**src/rtl/vic_core.sv**
```systemverilog
module vic_core #(
  parameter int NSRC  = 32,
  parameter int NSLOT = 16,
  parameter int AW    = 12
) (
  input  logic            clk,
  input  logic            rst_n,
  input  logic [NSRC-1:0] irq_in,
  input  logic            bus_sel,
  input  logic            bus_wr,
  input  logic [AW-1:0]   bus_addr,
  input  logic [3:0]      bus_be,
  input  logic [31:0]     bus_wdata,
  output logic [31:0]     bus_rdata,
  output logic            fiq_o,
  output logic            irq_o
);
  // NSRC <= 32, NSLOT <= 32
  localparam int SW = $clog2(NSRC);
  localparam int KW = $clog2(NSLOT);
  localparam logic [AW-1:0] A_NST = 'h00, A_FST = 'h04, A_RAW = 'h08, A_CLS = 'h0C,
                            A_ENS = 'h10, A_ENC = 'h14, A_SFT = 'h18, A_VEC = 'h30,
                            A_DEF = 'h34, A_ACK = 'h38;

  logic [NSRC-1:0] en_q, cls_q, soft_q;
  logic [SW-1:0]   src_q [NSLOT];
  logic [NSLOT-1:0] on_q;
  logic [31:0]     vec_q [NSLOT];
  logic [31:0]     dflt_q;
  logic            act_v;
  logic [KW-1:0]   act_s;

  wire [NSRC-1:0] req   = irq_in | soft_q;
  wire [NSRC-1:0] fstat = req & en_q & cls_q;
  wire [NSRC-1:0] nstat = req & en_q & ~cls_q;
  assign fiq_o = |fstat;
  assign irq_o = |nstat;

  wire acc    = bus_sel && bus_be == 4'hF && bus_addr[1:0] == 2'b00;
  wire wr     = acc && bus_wr;
  wire rd     = acc && !bus_wr;
  wire sok    = {1'b0, bus_addr[7:2]} < 7'(NSLOT);
  wire in_vr  = sok && bus_addr[AW-1:8] == (AW-8)'(1);
  wire in_cr  = sok && bus_addr[AW-1:8] == (AW-8)'(2);
  wire [KW-1:0] sidx = bus_addr[2 +: KW];
  wire [NSRC-1:0] wd = bus_wdata[NSRC-1:0];
  wire rd_vec = rd && bus_addr == A_VEC;

  logic          hit;
  logic [KW-1:0] win_s;
  always_comb begin
    hit   = 1'b0;
    win_s = '0;
    for (int i = NSLOT - 1; i >= 0; i--)
      if (on_q[i] && nstat[src_q[i]] && (!act_v || KW'(i) < act_s)) begin
        hit   = 1'b1;
        win_s = KW'(i);
      end
  end

  always_comb begin
    bus_rdata = '0;
    if (rd) begin
      if (in_vr) bus_rdata = vec_q[sidx];
      else if (in_cr) begin
        bus_rdata    = 32'(src_q[sidx]);
        bus_rdata[8] = on_q[sidx];
      end else
        case (bus_addr)
          A_NST: bus_rdata = 32'(nstat);
          A_FST: bus_rdata = 32'(fstat);
          A_RAW: bus_rdata = 32'(req);
          A_CLS: bus_rdata = 32'(cls_q);
          A_ENS: bus_rdata = 32'(en_q);
          A_SFT: bus_rdata = 32'(soft_q);
          A_VEC: bus_rdata = hit ? vec_q[win_s] : dflt_q;
          A_DEF: bus_rdata = dflt_q;
          default: bus_rdata = '0;
        endcase
    end
  end

  always_ff @(posedge clk) begin
    if (!rst_n) begin
      en_q <= '0; cls_q <= '0; soft_q <= '0; dflt_q <= '0;
      on_q <= '0; act_v <= 1'b0; act_s <= '0;
      for (int i = 0; i < NSLOT; i++) begin
        src_q[i] <= '0;
        vec_q[i] <= '0;
      end
    end else if (wr) begin
      if (in_vr) vec_q[sidx] <= bus_wdata;
      else if (in_cr) begin
        src_q[sidx] <= bus_wdata[SW-1:0];
        on_q[sidx]  <= bus_wdata[8];
      end else
        case (bus_addr)
          A_CLS: cls_q  <= wd;
          A_ENS: en_q   <= en_q | wd;
          A_ENC: en_q   <= en_q & ~wd;
          A_SFT: soft_q <= wd;
          A_DEF: dflt_q <= bus_wdata;
          A_ACK: act_v  <= 1'b0;
          default: ;
        endcase
    end else if (rd_vec && hit) begin
      act_v <= 1'b1;
      act_s <= win_s;
    end
  end

  AST_ENABLE_CLEAR: assert property (@(posedge clk) disable iff (!rst_n)
    wr && bus_addr == A_ENC |=> (en_q & $past(bus_wdata[NSRC-1:0])) == '0);
  AST_PARTIAL_IGNORED: assert property (@(posedge clk) disable iff (!rst_n)
    bus_sel && bus_wr && bus_be != 4'hF |=> $stable(en_q) && $stable(cls_q) && $stable(soft_q) && $stable(dflt_q));
  AST_DEFAULT_WHEN_IDLE: assert property (@(posedge clk) disable iff (!rst_n)
    rd_vec && !irq_o |-> bus_rdata == dflt_q);
  AST_LATCH_ON_READ: assert property (@(posedge clk) disable iff (!rst_n)
    rd_vec && hit |=> act_v);
  AST_LATCH_HELD: assert property (@(posedge clk) disable iff (!rst_n)
    act_v && !rd_vec && !(wr && bus_addr == A_ACK) |=> act_v && $stable(act_s));
  AST_ACK_RELEASE: assert property (@(posedge clk) disable iff (!rst_n)
    wr && bus_addr == A_ACK |=> !act_v);
endmodule

```
**config.mk**
```make
export PLATFORM = sky130hd
export DESIGN_NAME = vic_core
export DESIGN_NICKNAME = d
export VERILOG_FILES = /design/src/rtl/vic_core.sv
export SDC_FILE = /design/constraint.sdc
export NUM_CORES = 2
export LEC_CHECK = 0
export BUFFER_PORTS_ARGS = -buffer_cell sky130_fd_sc_hd__buf_2
export CAP_MARGIN = 20
export CORE_ASPECT_RATIO = 0.8
export CORE_UTILIZATION = 30
export CTS_CLUSTER_SIZE = 20
export DETAILED_ROUTE_END_ITERATION = 7
export REMOVE_ABC_BUFFERS = 1
export SYNTH_ARGS = -nofsm -noshare
export SYNTH_HDL_FRONTEND = slang
export SYNTH_SLANG_ARGS = --single-unit
```
**constraint.sdc**
```tcl
create_clock -name clk -period 8.4 [get_ports clk]
set_clock_uncertainty 0.2 [all_clocks]
set_input_delay 0.84 -clock clk [delete_from_list [all_inputs] [get_ports clk]]
set_output_delay 0.84 -clock clk [all_outputs]
set_load 0.02 [all_outputs]
```
==> key figures <==
Status
  – Status: finished, violations left
  – Failing checks: DRC

Route
  – First DRT Iteration DRCs: 7910
  – Vias per cell: roughly 6.5
  – Drt pass-1 iters: 8
  – Vias: approximately 40000
  – DR DRC count: 2
  – Final WL: 225 mm
  – Post-route ant nets: 0
  – Wirelength per Cell: 36.0 um

Critical path
  – CP Capture Type: primary output
  – CP startpoint kind: register
  – WS Path Type: register to primary output
  – Crit path required time: 7360 ps
  – Critical path fanouts, max: 8
  – Setup slack, reg-to-reg: roughly 2900 ps
  – Reg2reg path depth: 14
  – Crit path DAT: roughly 7000 ps

Finish
  – Most frequent cells in the layout: edfxtp_1, and3_1, nand2_1, mux4_2, a21oi_1
  – Design area: slightly above 50000 um^2
  – Layout cell share with drive strength beyond 1: between 20% and 30%
  – Area Growth Syn to Fin: 13.8%
  – Multi-input logic area: about 23000 um^2
  – Commonest non-fill, non-tap cell in the layout: edfxtp_1
  – Post-route insts no fill: around 6300
  – Final #Nets: between 4000 and 5000
  – Fillers: ~15000
  – Util after Layout: between 30% and 40%
  – Register area: 20800 um^2

Synth
  – Syn Area/Cell: ~11 um^2
  – Cells after Synth: around 4200
  – Yosys cell types: 97
  – Cell accounting for the most synthesized area: edfxtp_1
  – Yosys warnings: 0
  – Post-synth EDFFs: roughly 600
  – Async SR Flop Fraction: 0%
  – Post-Syn Area: between 40000 and 50000 um^2
  – Post-synth top flop: edfxtp_1
  – Ranking of synthesized cells by area: edfxtp_1, mux4_2, dfxtp_1
  – Share of the synthesized area in the top cell type: a little under 40%
  – Register area share after synthesis: between 40% and 50%
  – Synthesized flop and latch total: 741

STA
  – Final Hold Fails: 0
  – Final setup viols: 0
  – Fin Hold WS: 266 ps
  – Post-route setup slack: roughly 500 ps
  – Pins over their slew limit: 0
  – Setup_tns: 0 ps
  – Worst-Margin Slew: between 1000 and 1500 ps
  – RSZ-0062 raised after global routing: false
  – Minimum clock period: between 7000 and 8000 ps
  – Max-Slew Margin vs Limit: 17.6%
  – Final Cycle Share: between 90% and 100%
  – Max Clk Rate: around 0.13 GHz

Global routing
  – Vias in the first global route: around 38000
  – First-pass GRT wire length: ~310 mm
  – Tot GR Track Use: between 20% and 30%
  – GRT overflow: 0
  – Initial antenna violation count: 30
  – Largest net degree at the start of global routing: around 200

Die
  – Initial core utilization: a little under a third
  – Full die area: 153000 um^2
  – # IOs: ~120
  – Cell Rows: between 100 and 150
  – Core area: ~150000 um^2
  – Die Y: ~350 um
  – Die X: 436 um

Worst hold path
  – Worst hold path class: register to register
  – WHS Path Cells: 2

Clocking
  – Setup Fix Bufs, Post-CTS: 0
  – CTS Buffer Depth: 3
  – CTS Buf Count: 80
  – Clock sink count: 741
  – Hold_buf cts: 0
  – CTS tree: yes
  – Clk root buf: clkbuf_16
  – Post-CTS Resized: 0
  – Clock Latency Late Sink: 730 ps
  – H-tree Lvls: 3
  – CTS clock-pin slew for the worst setup and hold paths: around 60 ps

Placed design
  – Pre-CTS setup slack: around 580 ps
  – Area after DPL: ~50000 um^2
  – Gpl congestion: around 1.0
  – DP HPWL: roughly 150 mm
  – Buffers on Ports: around 120
  – Post-Place Cells: between 6000 and 7000

Pwr
  – Tot Pwr: roughly 8.7 mW
  – Static Leak: between 15 and 20 nW
  – Peak VDD IR: ~140 uV
  – Pwr dens: 169 nW/um^2

Job
  – Max Cap Viol: 0
layer usage:
layer | routed length, um | vias up | GRT usage, %
met3 | 32800 | 464 | 9.13
met4 | 8530 | 14 | 10.1
met1 | 91200 | 20400 | 40.8
met5 | 175 | - | 0
met2 | 92500 | 3366 | 40.6
li1 | - | 16300 | -
critical path, stage by stage (launching register included):
cell      delay, ps
dfxtp_1         380
nand2b_1        660
nor2_2          320
buf_4           300
mux4_2          470
mux4_2          510
o221ai_1        310
o21a_1          250
nand3_2         280
or3_1           430
buf_4           230
nor3_4          640
and2_1          210
o21ai_0          80
and4_1          190
o21ai_0         480
buf_4           200
buf_2           150
synth_stat cells, types with 28 or more instances:
cell type,instances
clkbuf_1,372
buf_1,51
nor3_1,73
nand2_1,416
a211oi_1,55
nor2_1,148
and3_1,440
a21oi_1,231
nand3_1,133
and2_1,205
mux4_2,263
o22ai_1,44
a22oi_1,36
mux2_2,39
dfxtp_1,149
nand2b_1,45
buf_2,28
edfxtp_1,592
o211ai_1,51
inv_1,50
mux2i_1,147
o2111ai_1,29
nand4_1,28
o21ai_0,184
flip-flops by register name (all words and copies together) (netlist names), named ones only:
register and cells:
vec_q 512, src_q 80, cls_q 32, dflt_q 32, soft_q 32, on_q 16, act_s 4, act_v 1
report_power, final:
part | internal, mW | switching, mW
Combinational | 0.268 | 0.478
Sequential | 4.10 | 0.141
Clock | 2.09 | 1.64
cell families (layout without fill, tap and decap cells):
| family | Yosys count | after routing | share of synthesized area [%] |
|---|---|---|---|
| other cells | 0 | 10 | 0 |
| simple gates | 1626 | 1626 | 19.2 |
| mux | 451 | 451 | 17.4 |
| flops | 741 | 741 | 45.8 |
| compound gates | 882 | 882 | 13.0 |
| buf+inv | 520 | 542 | 4.57 |
worst paths after layout:
check                          from                endpoint
max reg2reg   cls_q[3]$_SDFFE_PN0P_      act_v$_SDFFE_PN0P_
max           cls_q[3]$_SDFFE_PN0P_           bus_rdata[15]
min          soft_q[6]$_SDFFE_PN0P_  soft_q[6]$_SDFFE_PN0P_
min reg2reg  soft_q[6]$_SDFFE_PN0P_  soft_q[6]$_SDFFE_PN0P_
cell type report:
cell class	count	share of cell area, %
Sequential cell	741	40.3
Antenna cell	10	0.0485
Multi-Input combinational cell	2959	44.4
Inverter	53	0.391
Clock inverter	37	0.813
Timing Repair Buffer	339	4.91
Clock buffer	113	4.35
Tap cell	1999	4.85
(Power assumes the default switching activity.)
